--- src/rtl/usb_txep_pkg.sv ---
package usb_txep_pkg;
  typedef enum logic [1:0] {
    RES_ACK   = 2'd0,
    RES_NAK   = 2'd1,
    RES_STALL = 2'd2,
    RES_TMO   = 2'd3
  } txep_res_e;

  localparam int unsigned B_NAK_HALT = 7;
  localparam int unsigned B_TOG_CLR  = 6;
  localparam int unsigned B_STALLED  = 5;
  localparam int unsigned B_SETUP    = 4;
  localparam int unsigned B_FLUSH    = 3;
  localparam int unsigned B_ERROR    = 2;
  localparam int unsigned B_NEMPTY   = 1;
  localparam int unsigned B_PKT_RDY  = 0;
endpackage

--- src/rtl/txep_pkt_queue.sv ---
module txep_pkt_queue #(
  parameter int unsigned BUFS = 1
) (
  input  logic clk,
  input  logic rst_n,
  input  logic commit_i,
  input  logic commit_setup_i,
  input  logic pop_i,
  input  logic drop_last_i,
  input  logic clear_i,
  output logic empty_o,
  output logic full_o,
  output logic head_setup_o,
  output logic last_one_o
);
  localparam int unsigned CW = $clog2(BUFS + 1);

  logic [CW-1:0]   count_q, count_n;
  logic [BUFS-1:0] tok_q, tok_n;
  logic            push_ok, pop_ok;

  assign empty_o      = (count_q == '0);
  assign full_o       = (count_q == CW'(BUFS));
  assign last_one_o   = (count_q == CW'(1));
  assign head_setup_o = tok_q[0];
  assign push_ok      = commit_i && !full_o;
  assign pop_ok       = pop_i && !empty_o;

  always_comb begin
    tok_n   = tok_q;
    count_n = count_q;
    if (clear_i) begin
      tok_n   = '0;
      count_n = '0;
    end else if (drop_last_i) begin
      if (!empty_o) count_n = count_q - CW'(1);
    end else begin
      if (pop_ok) begin
        tok_n   = tok_q >> 1;
        count_n = count_q - CW'(1);
      end
      if (push_ok) begin
        for (int i = 0; i < int'(BUFS); i++) begin
          if (i == int'(count_n)) tok_n[i] = commit_setup_i;
        end
        count_n = count_n + CW'(1);
      end
    end
  end

  always_ff @(posedge clk) begin
    if (!rst_n) begin
      count_q <= '0;
      tok_q   <= '0;
    end else begin
      count_q <= count_n;
      tok_q   <= tok_n;
    end
  end

  assert_no_overflow_R8: assert property (@(posedge clk) disable iff (!rst_n)
    count_q <= CW'(BUFS));
  assert_clear_empties_R4: assert property (@(posedge clk) disable iff (!rst_n)
    clear_i |=> (count_q == '0));
  assert_drop_newest_R6: assert property (@(posedge clk) disable iff (!rst_n)
    (drop_last_i && !clear_i && count_q != '0) |=> (count_q == $past(count_q) - CW'(1)));
endmodule

--- src/rtl/txep_retry_ctr.sv ---
module txep_retry_ctr #(
  parameter int unsigned MAX_TRIES = 3
) (
  input  logic clk,
  input  logic rst_n,
  input  logic clear_i,
  input  logic miss_i,
  output logic limit_o
);
  localparam int unsigned TW = (MAX_TRIES > 1) ? $clog2(MAX_TRIES) : 1;
  localparam logic [TW-1:0] LAST = TW'(MAX_TRIES - 1);

  logic [TW-1:0] miss_q;

  assign limit_o = miss_i && !clear_i && (miss_q == LAST);

  always_ff @(posedge clk) begin
    if (!rst_n) begin
      miss_q <= '0;
    end else if (clear_i) begin
      miss_q <= '0;
    end else if (miss_i) begin
      miss_q <= (miss_q == LAST) ? '0 : miss_q + TW'(1);
    end
  end

  assert_miss_bounded_R7: assert property (@(posedge clk) disable iff (!rst_n)
    miss_q <= LAST);
  assert_miss_reset_R12: assert property (@(posedge clk) disable iff (!rst_n)
    clear_i |=> (miss_q == '0));
endmodule

--- src/rtl/txep_nak_timer.sv ---
module txep_nak_timer #(
  parameter int unsigned NAK_W = 8
) (
  input  logic             clk,
  input  logic             rst_n,
  input  logic             nak_i,
  input  logic             restart_i,
  input  logic             tick_i,
  input  logic [NAK_W-1:0] limit_i,
  output logic             expire_o
);
  logic             active_q;
  logic [NAK_W-1:0] frames_q;
  logic             counting;

  assign counting = active_q && tick_i && (limit_i != '0) && !restart_i;
  assign expire_o = counting && (frames_q == limit_i);

  always_ff @(posedge clk) begin
    if (!rst_n) begin
      active_q <= 1'b0;
      frames_q <= '0;
    end else if (restart_i) begin
      active_q <= 1'b0;
      frames_q <= '0;
    end else begin
      if (nak_i) active_q <= 1'b1;
      if (counting) begin
        if (frames_q == limit_i) begin
          active_q <= 1'b0;
          frames_q <= '0;
        end else begin
          frames_q <= frames_q + NAK_W'(1);
        end
      end
    end
  end

  assert_frame_step_R11: assert property (@(posedge clk) disable iff (!rst_n)
    (counting && frames_q != limit_i) |=> (frames_q == $past(frames_q) + NAK_W'(1)));
  assert_restart_idle_R11: assert property (@(posedge clk) disable iff (!rst_n)
    restart_i |=> (!active_q && frames_q == '0));
endmodule

--- src/rtl/usb_host_tx_ep_ctrl.sv ---
module usb_host_tx_ep_ctrl
  import usb_txep_pkg::*;
#(
  parameter int unsigned BUFS      = 1,
  parameter int unsigned NAK_W     = 8,
  parameter int unsigned MAX_TRIES = 3
) (
  input  logic             clk,
  input  logic             rst_n,
  input  logic             csr_wr_en,
  input  logic [7:0]       csr_wdata,
  output logic [7:0]       csr_rdata,
  input  logic [NAK_W-1:0] nak_limit,
  input  logic             frame_tick,
  output logic             txn_valid,
  input  logic             txn_ready,
  output logic             txn_setup,
  output logic             txn_toggle,
  input  logic             res_valid,
  input  logic [1:0]       res_code,
  output logic             fifo_drop_last,
  output logic             fifo_clear_all,
  output logic             dma_abort,
  output logic             irq
);
  logic nak_halt_q, tog_clr_q, stalled_q, setup_q, flush_q, err_q, pkt_rdy_q;
  logic toggle_q, in_flight_q;
  logic irq_q, abort_q, clear_all_q, drop_q;

  txep_res_e code;
  logic res_take, is_ack, is_nak, is_stall, is_tmo;
  logic halted, fire, flush_wr, commit, setup_wr, tog_wr;
  logic q_empty, q_full, q_head_setup, q_last_one;
  logic err_ev, nak_expire;
  logic clr_on_commit, clr_on_ack;
  logic unused_wbit;

  assign unused_wbit = csr_wdata[B_NEMPTY];

  generate
    if (BUFS == 1) begin : g_single_buf
      assign clr_on_commit = 1'b0;
      assign clr_on_ack    = 1'b1;
    end else begin : g_multi_buf
      assign clr_on_commit = 1'b1;
      assign clr_on_ack    = 1'b0;
    end
  endgenerate

  assign code     = txep_res_e'(res_code);
  assign res_take = res_valid && in_flight_q;
  assign is_ack   = res_take && (code == RES_ACK);
  assign is_nak   = res_take && (code == RES_NAK);
  assign is_stall = res_take && (code == RES_STALL);
  assign is_tmo   = res_take && (code == RES_TMO);

  assign halted    = nak_halt_q || stalled_q || err_q;
  assign txn_valid = !q_empty && !in_flight_q && !halted;
  assign fire      = txn_valid && txn_ready;
  assign flush_wr  = csr_wr_en && csr_wdata[B_FLUSH];
  assign commit    = pkt_rdy_q && !q_full && !flush_wr && !is_stall;
  assign setup_wr  = csr_wr_en && csr_wdata[B_SETUP] && csr_wdata[B_PKT_RDY];
  assign tog_wr    = csr_wr_en && csr_wdata[B_TOG_CLR];

  txep_pkt_queue #(.BUFS(BUFS)) u_queue (
    .clk            (clk),
    .rst_n          (rst_n),
    .commit_i       (commit),
    .commit_setup_i (setup_q),
    .pop_i          (is_ack),
    .drop_last_i    (flush_wr),
    .clear_i        (is_stall),
    .empty_o        (q_empty),
    .full_o         (q_full),
    .head_setup_o   (q_head_setup),
    .last_one_o     (q_last_one)
  );

  txep_retry_ctr #(.MAX_TRIES(MAX_TRIES)) u_retry (
    .clk     (clk),
    .rst_n   (rst_n),
    .clear_i (is_ack || is_nak || commit),
    .miss_i  (is_tmo),
    .limit_o (err_ev)
  );

  txep_nak_timer #(.NAK_W(NAK_W)) u_nak_timer (
    .clk       (clk),
    .rst_n     (rst_n),
    .nak_i     (is_nak),
    .restart_i (res_take && !is_nak),
    .tick_i    (frame_tick),
    .limit_i   (nak_limit),
    .expire_o  (nak_expire)
  );

  always_ff @(posedge clk) begin
    if (!rst_n) begin
      nak_halt_q  <= 1'b0;
      tog_clr_q   <= 1'b0;
      stalled_q   <= 1'b0;
      setup_q     <= 1'b0;
      flush_q     <= 1'b0;
      err_q       <= 1'b0;
      pkt_rdy_q   <= 1'b0;
      toggle_q    <= 1'b0;
      in_flight_q <= 1'b0;
      irq_q       <= 1'b0;
      abort_q     <= 1'b0;
      clear_all_q <= 1'b0;
      drop_q      <= 1'b0;
    end else begin
      if (nak_expire) nak_halt_q <= 1'b1;
      else if (csr_wr_en && !csr_wdata[B_NAK_HALT]) nak_halt_q <= 1'b0;

      if (is_stall) stalled_q <= 1'b1;
      else if (csr_wr_en && !csr_wdata[B_STALLED]) stalled_q <= 1'b0;

      if (err_ev) err_q <= 1'b1;
      else if (csr_wr_en && !csr_wdata[B_ERROR]) err_q <= 1'b0;

      tog_clr_q <= tog_wr;
      flush_q   <= flush_wr;
      if (csr_wr_en) setup_q <= csr_wdata[B_SETUP];

      if (is_stall || flush_wr) pkt_rdy_q <= 1'b0;
      else if (csr_wr_en && csr_wdata[B_PKT_RDY]) pkt_rdy_q <= 1'b1;
      else if (commit && clr_on_commit) pkt_rdy_q <= 1'b0;
      else if (is_ack && clr_on_ack) pkt_rdy_q <= 1'b0;

      if (tog_wr || setup_wr) toggle_q <= 1'b0;
      else if (is_ack) toggle_q <= !toggle_q;

      if (fire) in_flight_q <= 1'b1;
      else if (res_take || is_stall) in_flight_q <= 1'b0;
      else if (flush_wr && q_last_one) in_flight_q <= 1'b0;

      irq_q       <= is_ack || is_stall || err_ev || nak_expire || flush_wr;
      abort_q     <= is_stall;
      clear_all_q <= is_stall;
      drop_q      <= flush_wr;
    end
  end

  assign csr_rdata = {nak_halt_q, tog_clr_q, stalled_q, setup_q,
                      flush_q, err_q, !q_empty, pkt_rdy_q};
  assign txn_setup      = q_head_setup;
  assign txn_toggle     = toggle_q;
  assign irq            = irq_q;
  assign dma_abort      = abort_q;
  assign fifo_clear_all = clear_all_q;
  assign fifo_drop_last = drop_q;

  assert_stall_flush_R4: assert property (@(posedge clk) disable iff (!rst_n)
    $rose(stalled_q) |-> (q_empty && !pkt_rdy_q && irq && dma_abort));
  assert_ack_flip_R10: assert property (@(posedge clk) disable iff (!rst_n)
    (is_ack && !csr_wr_en) |=> (toggle_q != $past(toggle_q)));
  assert_keep_toggle_R10: assert property (@(posedge clk) disable iff (!rst_n)
    (res_take && !is_ack && !csr_wr_en) |=> $stable(toggle_q));
  assert_err_cause_R7: assert property (@(posedge clk) disable iff (!rst_n)
    $rose(err_q) |-> $past(res_valid && res_code == 2'd3));
  assert_flush_selfclear_R6: assert property (@(posedge clk) disable iff (!rst_n)
    (flush_q && !csr_wr_en) |=> !flush_q);
  assert_hold_offer_R13: assert property (@(posedge clk) disable iff (!rst_n)
    (txn_valid && !txn_ready && !csr_wr_en && !res_valid && !frame_tick) |=> txn_valid);
  assert_togclr_selfclear_R3: assert property (@(posedge clk) disable iff (!rst_n)
    (tog_clr_q && !csr_wr_en) |=> !tog_clr_q);
endmodule

--- config.mk ---
export PLATFORM = sky130hd
export DESIGN_NAME = usb_host_tx_ep_ctrl
export DESIGN_NICKNAME = d
export VERILOG_FILES = /design/src/rtl/usb_txep_pkg.sv /design/src/rtl/txep_pkt_queue.sv /design/src/rtl/txep_retry_ctr.sv /design/src/rtl/txep_nak_timer.sv /design/src/rtl/usb_host_tx_ep_ctrl.sv
export SDC_FILE = /design/constraint.sdc
export NUM_CORES = 1
export LEC_CHECK = 0
export ABC_AREA = 1
export BUFFER_PORTS_ARGS = -buffer_cell sky130_fd_sc_hd__buf_4
export CAP_MARGIN = 20
export CELL_PAD_IN_SITES_DETAIL_PLACEMENT = 1
export CELL_PAD_IN_SITES_GLOBAL_PLACEMENT = 1
export CORE_ASPECT_RATIO = 0.8
export CORE_UTILIZATION = 35
export DETAILED_ROUTE_END_ITERATION = 8
export GPL_TIMING_DRIVEN = 0
export PLACE_DENSITY = 0.89
export SYNTH_ARGS = -nofsm -noshare
export SYNTH_HDL_FRONTEND = slang
export SYNTH_HIERARCHICAL = 1
export SYNTH_SLANG_ARGS = --single-unit
--- constraint.sdc ---
create_clock -name clk -period 1.9 [get_ports clk]
set_clock_uncertainty 0.15 [all_clocks]
set_input_delay 0.285 -clock clk [delete_from_list [all_inputs] [get_ports clk]]
set_output_delay 0.285 -clock clk [all_outputs]
set_load 0.02 [all_outputs]
[Yosys cells after proc, flatten, opt, wreduce, memory -nomap -nowiden]
Index checks and enable logic that the tools add are counted.
Word-level totals
  flip-flop bits (word level): 24
Operators by class
  $add $sub $neg: 4
  equal/unequal tests: 5
  reduce and logical (&&, ||, !) cells: 64
  bitwise gates (word level): 1
  multiplexer cells: 25
Operators with widths (count)
  1-bit logical AND: 29
  1-bit two-way mux: 23
  1-bit zero test: 12
  1-bit logical OR: 11
  2-bit OR reduction: 5
  8-bit by 1-bit adder with 8-bit output, second input constant: 1
  8-bit == test: 1
  8-bit two-way mux: 1
  2-bit nonzero test: 4
  8-bit nonzero test: 1
  2-bit == test, second input constant: 3
  3-bit nonzero test: 1
  2-bit by 1-bit adder with 2-bit output, second input constant: 1
  2-bit by 1-bit == test with 1-bit output, second input constant: 1
  2-bit zero test: 1
  2-bit two-way mux: 1
  1-bit adder, second input constant: 1
  1-bit inverter: 1
  1-bit subtractor, second input constant: 1

[Longest topological paths before layout]
Gate-level depths: netlist of run 1.
  depth after elaboration: 11
  mapped depth: 10

[Modules after synthesis]
Netlist of run 1, hierarchy kept.
By module, submodules not included
  txep_nak_timer: cells each 113, instances 1, sequential area each 180.2 um2, area each 649.4 um2
  usb_host_tx_ep_ctrl: cells each 79, instances 1, sequential area each 220.2 um2, area each 580.6 um2
  txep_pkt_queue: cells each 22, instances 1, sequential area each 40.0 um2, area each 133.9 um2
  txep_retry_ctr: cells each 14, instances 1, sequential area each 40.0 um2, area each 88.8 um2

[Worst setup path after synthesis of run 1]
No wires, ideal clock.
  path kind: register to register
  from: reg in_flight_q
  to: reg irq_q, in the netlist irq
  setup time: 0.123 ns
  arrival time: 1.156 ns
  cell stages (with the launch flop): 10
  slack: 0.471 ns
  required time: 1.627 ns
  clock period less this slack: 1.429 ns
  cell sequence: dfxtp_1 > nand2_2 > a21oi_1 > nor2_4 > inv_2 > nor2_4 > nand3_1 > inv_1 > nor2_1 > a31oi_1
Between the ends
  elaborated cells on any way between the ends: 21
  those cells by class: reduce/logical (21)
RTL lines
  from (decl): RTL line usb_host_tx_ep_ctrl.sv:27  | logic toggle_q, in_flight_q;
  from (signal assigned): RTL line usb_host_tx_ep_ctrl.sv:107  | in_flight_q <= 1'b0;
  from (signal assigned): RTL line usb_host_tx_ep_ctrl.sv:134  | if (fire) in_flight_q <= 1'b1;
  from (signal assigned): RTL line usb_host_tx_ep_ctrl.sv:135  | else if (res_take || is_stall) in_flight_q <= 1'b0;
  1-bit logical AND (*): RTL line usb_host_tx_ep_ctrl.sv:51  | assign res_take = res_valid && in_flight_q;
  1-bit logical AND: RTL line usb_host_tx_ep_ctrl.sv:53  | assign is_nak = res_take && (code == RES_NAK);
  1-bit zero test: RTL line usb_host_tx_ep_ctrl.sv:91  | .restart_i (res_take && !is_nak),
  1-bit logical AND (*): RTL line usb_host_tx_ep_ctrl.sv:91
  1-bit zero test (*): RTL line txep_nak_timer.sv:16  | assign counting = active_q && tick_i && (limit_i != '0) && !restart_i;
  1-bit logical AND (*): RTL line txep_nak_timer.sv:16
  1-bit logical AND (*): RTL line txep_nak_timer.sv:17  | assign expire_o = counting && (frames_q == limit_i);
  net nak_expire: RTL line usb_host_tx_ep_ctrl.sv:34  | logic err_ev, nak_expire;
  1-bit logical OR (*) (2 in series): RTL line usb_host_tx_ep_ctrl.sv:138  | irq_q <= is_ack || is_stall || err_ev || nak_expire || flush_wr;
  to (signal assigned): RTL line usb_host_tx_ep_ctrl.sv:138
  to (decl): RTL line usb_host_tx_ep_ctrl.sv:28  | logic irq_q, abort_q, clear_all_q, drop_q;
The timed path passes the listed nets; every way through them passes the cells marked *.
A chain may end at the register's enable or synchronous reset.

[Final worst setup path of run 1]
  from: reg in_flight_q
  to: reg irq_q, in the netlist irq
Between the ends
  elaborated cells on any way between the ends: 21
  those cells by class: reduce/logical (21)
RTL lines
  1-bit logical AND: RTL line usb_host_tx_ep_ctrl.sv:51
  1-bit logical AND: RTL line usb_host_tx_ep_ctrl.sv:55  | assign is_tmo = res_take && (code == RES_TMO);
  net is_tmo: RTL line usb_host_tx_ep_ctrl.sv:31  | logic res_take, is_ack, is_nak, is_stall, is_tmo;
  1-bit logical AND (2 in series): RTL line txep_retry_ctr.sv:15  | assign limit_o = miss_i && !clear_i && (miss_q == LAST);
  net err_ev: RTL line usb_host_tx_ep_ctrl.sv:34
  1-bit logical OR (3 in series): RTL line usb_host_tx_ep_ctrl.sv:138
The timed path passes the listed nets, and every way through them passes these cells.

==> flow_summary.toml, run 1 <==
[run_status]
status = "finished, final reports clean"

[routing]
first_pass_iters = 4
avgRoutedWirePerCell_um = 11.1
drt_iter0_drc = 26
remaining_drc_errors = 0
ant_nets = 0
vias = 1433
vias_per_cell = 4.44
drt-total-wl_um = 3580

[synth]
synthMuxAreaShare = 0
synthCells = 228
synth.avg_cell_area_um2 = 6.37
netlist_area_um2 = 1450
synth_area_leaders = "dfxtp_1 33%, nand2_1 16%, inv_1 9.8%, nor2_1 8.0%, nand3_1 5.5%"
synth_top_family_by_area = "simple AND/OR/NAND/NOR gates"
yosysTopAreaCell = "dfxtp_1"
synth_fa_ha_area_frac = 0.00861
synth_edf_count = 0
synth.distinct_cells = 26
ys_seq_elements = 24
synth_compound_area_frac = 0.0698
ys.flop_type = "dfxtp_1"
yosysSeqAreaShare = 0.331
synth_xor_area_frac = 0.0301
yosys_warnings = 6
async_reset_ff_frac = 0
synth_nets = 253
synth-simple-area-share = 0.386
synth_top_area_frac = 0.331

[power]
ir_worst_vdd_uv = 359
leakagePower_nw = 0.888
powerDensity_nw_per_um2 = 515

[cts]
cts_hold_buf = 0
cts_tree = "done"
clkLatencyLatePin_ns = 0.26
clockBufferDepth = 2
ctsRootBufferMaster = "clkbuf_8"
clkTransAtPathRegs_ns = 0.08
post-cts-setup-buffers = 0
htreeDepth = 1
cts_buffers = 3
post_cts_resized = 0
cts_sinks = 24

[die]
start_util = 0.375
dieArea_um2 = 4410
ios = 39
die_w_um = 74.0
die_y_um = 59.6
core_area_um2 = 3880
row_count = 20

[setup_path]
worstPathArrival_ns = 1.69
worstPathRequired_ns = 1.94
critPathKind = "reg -> reg"
start_kind = "flip-flop"
cp_max_fo = 4
cp-end-kind = "flip-flop"

[placement]
hpwl_um = 2990
routabilityCongestion = 0.757
io_buffers = 37
dp_cells = 320

[final_layout]
largest_reg_flops = 8
nFillCells = 541
nNetsFinal = 295
register_area_um2 = 480
top_register = "u_nak_timer/frames_q"
instances_no_fill = 323
multi_input_area_um2 = 718
num_antenna_cells = 0
areaGrowthSynthToFinish_pct = 26.7
drive_above_1_share = 0.257
reg.largest.list = "u_nak_timer/frames_q x8, u_retry/miss_q x2"

[timing]
finalCriticalPeriod_ns = 1.66
fmax_ghz = 0.603
hold_viol = 0
setup_viol = 0
fin_tns_setup_ns = 0
rsz0062_at_grt = "false"
max_slew_margin = 0.686
tightest_slew_ns = 0.467
fin_crit_sh = 0.872
slew_violations = 0

[global_routing]
antenna_found_initial = 0
grt_overflow = 0
track_usage = 0.180
grt_max_degree = 13
grt_pass1_wl_um = 6030
grt_pass1_vias = 1402

[flow_run]
drv_cap = 0

[hold_path]
hold_class = "in -> reg"
[synth_stat cells (all sizes together), types with 2 or more instances]
master and n:
a21oi 11, and3 2, buf 10, nand2 67, clkinv 3, xnor2 5
nand3 17, inv 41, o21ai 5, nor3 3, dfxtp 24, nor2 36
[kinds of logic (layout without fill, tap and decap cells)]
| family | after synthesis | in the layout |
|---|---|---|
| buffers and inverters | 54 | 94 |
| AO/OA/AOI/OAI | 18 | 18 |
| flip-flops | 24 | 24 |
| AND/OR/NAND/NOR | 126 | 126 |
| adder cells (fa/ha/maj) | 1 | 1 |
| XOR/XNOR | 5 | 5 |
[metrics by stage]
| stage | area, um^2 | total power (W) | utilization | setup slack (ns) | hold slack, ns |
|---|---|---|---|---|---|
| floorplan | 1450 | 0.000594 | - | 0.471 | 0.264 |
| global placement | 1800 | 0.000662 | 0.464 | 0.233 | 0.310 |
| detailed placement | 1800 | 0.000666 | 0.464 | 0.178 | 0.315 |
| CTS | 1840 | 0.000961 | 0.475 | 0.254 | 0.118 |
| global route | 1840 | 0.000996 | 0.475 | 0.0406 | 0.127 |
| finish | 1840 | 0.000947 | 0.475 | 0.243 | 0.119 |
[critical path: stages, from the launching register on]
cell and delay, ns:
dfxtp_1 0.37, nand2_2 0.10, nor3_1 0.38, nand2_1 0.13
nor3_1 0.21, nor2_1 0.08, a31oi_1 0.16
[routing by layer]
metal,vias to the layer above,part of all wire,GRT usage
met5,-,0,0
met4,0,0.013,0.0440
met3,4,0.028,0.0425
met2,20,0.47,0.312
met1,651,0.49,0.226
li1,758,-,-
[worst paths after layout]
path | from | end | slack (ns) | depth (start not counted)
min reg2reg | u_queue/head_setup_o | u_queue/head_setup_o | 0.32 | 2
max reg2reg | in_flight_q | irq | 0.24 | 6
max | in_flight_q | irq | 0.24 | 6
min | csr_wdata[6] | tog_clr_q | 0.12 | 3
[placed cells by master (no fill, tap or decap), types with 2 or more instances in the layout]
cell and instances:
and3_1 2, inv_2 3, clkinv_4 2, nor2_2 3
nor3_1 3, a21oi_1 9, clkbuf_8 3, o21ai_0 4
inv_1 38, buf_4 46, dfxtp_1 24, nor2_1 31
nand2_1 61, nand2_2 5, nand3_1 16, nor2_4 2
a21oi_2 2, xnor2_1 5
[area by class of cell]
cell class                      count  area share
Inverter                           44      0.0952
Timing Repair Buffer               37       0.151
Buffer                             10      0.0428
Multi-Input combinational cell    150       0.390
Sequential cell                    24       0.261
Tap cell                           55      0.0374
Clock buffer                        3      0.0224
[power breakdown]
group / leakage, nW / internal (W) / switching [W]
registers: 0.194 / 0.000509 / 0.00000465
logic: 0.672 / 0.0000666 / 0.0000728
clock network: 0.0216 / 0.000142 / 0.000153
No activity file was read; power rests on OpenSTA's default activity.
==> run 2, diff against run 1 <==
- RECOVER_POWER: not set -> 25
==> run 2 against run 1 <==
Compared with the run above: clock-buffer cell count unchanged; setup slack got worse by 0.00059 ns; final cell count unchanged; critical path depth unchanged; fmax about the same; highest routed layer unchanged.
==> flow_summary.toml, run 2 (same netlist as run 1, synthesis figures left out) <==
[final_layout]
final_common_cell = "nand2_1"
drive_above_1_share = 0.250
areaGrowthSynthToFinish_pct = 26.2
num_antenna_cells = 0
top_register = "u_nak_timer/frames_q"
reg.largest.list = "u_nak_timer/frames_q x8, u_retry/miss_q x2"
largest_reg_flops = 8
nNetsFinal = 295
mostFrequentLayoutCells = "61 x nand2_1, 44 x buf_4, 38 x inv_1"
final_util = 0.473

[global_routing]
track_usage = 0.180
grt_max_degree = 13
antenna_found_initial = 0
grt_pass1_vias = 1402
grt_pass1_wl_um = 6030
grt_overflow = 0

[setup_path]
critPathTopFamily = "simple AND/OR/NAND/NOR gates"
worstPathRequired_ns = 1.94
start_kind = "flip-flop"
cp_max_fo = 4
path_cells = "nand2_2, nor3_1, nand2_1, nor3_1, nor2_1, a31oi_1"
slowest_delay_ns = 0.38
critPathKind = "reg -> reg"
critical_path.most_common_cell = "nor3_1"
worstPathArrival_ns = 1.69
cp_slowest_cell = "nor3_1"
worstPathBufferInverterCount = 0
cp-end-kind = "flip-flop"

[routing]
ant_nets = 0
drt_iter0_drc = 23
remaining_drc_errors = 0
vias = 1440
first_pass_iters = 4
avgRoutedWirePerCell_um = 11.1
drt-total-wl_um = 3580
vias_per_cell = 4.46

[placement]
io_buffers = 37
pre_cts_ws_ns = 0.178
hpwl_um = 2990
routabilityCongestion = 0.757

[die]
start_util = 0.375
core_area_um2 = 3880
row_count = 20
dieArea_um2 = 4410
die_w_um = 74.0
die_y_um = 59.6
ios = 39

[timing]
max_slew_margin = 0.686
fmax_ghz = 0.603
worst_slack_ns = 0.242
fin_crit_sh = 0.873
tightest_slew_ns = 0.467
setup_viol = 0
hold_viol = 0
slew_violations = 0
rsz0062_at_grt = "false"
finalCriticalPeriod_ns = 1.66
fin_tns_setup_ns = 0

[cts]
post-cts-setup-buffers = 0
clkLatencyLatePin_ns = 0.26
cts_sinks = 24
ctsRootBufferMaster = "clkbuf_8"
post_cts_resized = 0
cts_hold_buf = 0
htreeDepth = 1
clkTransAtPathRegs_ns = 0.08
clockBufferDepth = 2
cts_tree = "done"
cts_buffers = 3

[power]
powerDensity_nw_per_um2 = 517
ir_worst_vdd_uv = 363
leakagePower_nw = 0.880

[hold_path]
hold_class = "in -> reg"

[flow_run]
drv_cap = 0

[run_status]
status = "finished, final reports clean"
## run 2: changes by cell type in the layout (fill, tap and decap cells not counted), sizes merged
| cell | previous run | this run |
|---|---|---|
| buf | 47 | 45 |
| clkbuf | 3 | 5 |
## run 2: area by class of cell
cell class	count	area, um^2
repair buffers	37	270
flip-flops and latches	24	480
fillers	543	2050
clock buffers	3	41.3
inverters	44	175
multi-input cells	150	718
plain buffers	10	78.8
well taps	55	68.8
## run 2: power by group
group	internal, W	switching, W	total (W)
clock	0.000142	0.000154	0.000296
sequential	0.000509	0.00000462	0.000514
combinational	0.0000646	0.0000728	0.000137
## run 2: worst paths after layout
check | from | endpoint | slack [ns] | cells past startpoint
setup / recovery | in_flight_q | irq | 0.24 | 6
hold / removal | csr_wdata[6] | tog_clr_q | 0.12 | 3
setup reg to reg | in_flight_q | irq | 0.24 | 6
hold reg to reg | u_queue/head_setup_o | u_queue/head_setup_o | 0.32 | 2
## run 2: routing by layer
metal / global-route usage / share of wire / up-vias
li1: - / - / 758
met1: 0.226 / 0.49 / 656
met2: 0.312 / 0.47 / 22
met3: 0.0425 / 0.031 / 4
met4: 0.0440 / 0.013 / 0
met5: 0 / 0 / -
## run 2: metrics by stage
| stage | instances | area (um^2) | hold WS [ns] | power (W) |
|---|---|---|---|---|
| after CTS | 323 | 1840 | 0.118 | 0.000961 |
| after floorplan | 228 | 1450 | 0.264 | 0.000594 |
| after global placement | 320 | 1800 | 0.310 | 0.000662 |
| after detailed placement | 320 | 1800 | 0.315 | 0.000666 |
| final | 323 | 1830 | 0.120 | 0.000947 |
| after global routing | 323 | 1830 | 0.127 | 0.000994 |
## run 2: worst reg2reg max path: stages, from the launching register on
cell	delay (ns)
dfxtp_1	0.37
nand2_2	0.10
nor3_1	0.38
nand2_1	0.13
nor3_1	0.21
nor2_1	0.08
a31oi_1	0.16
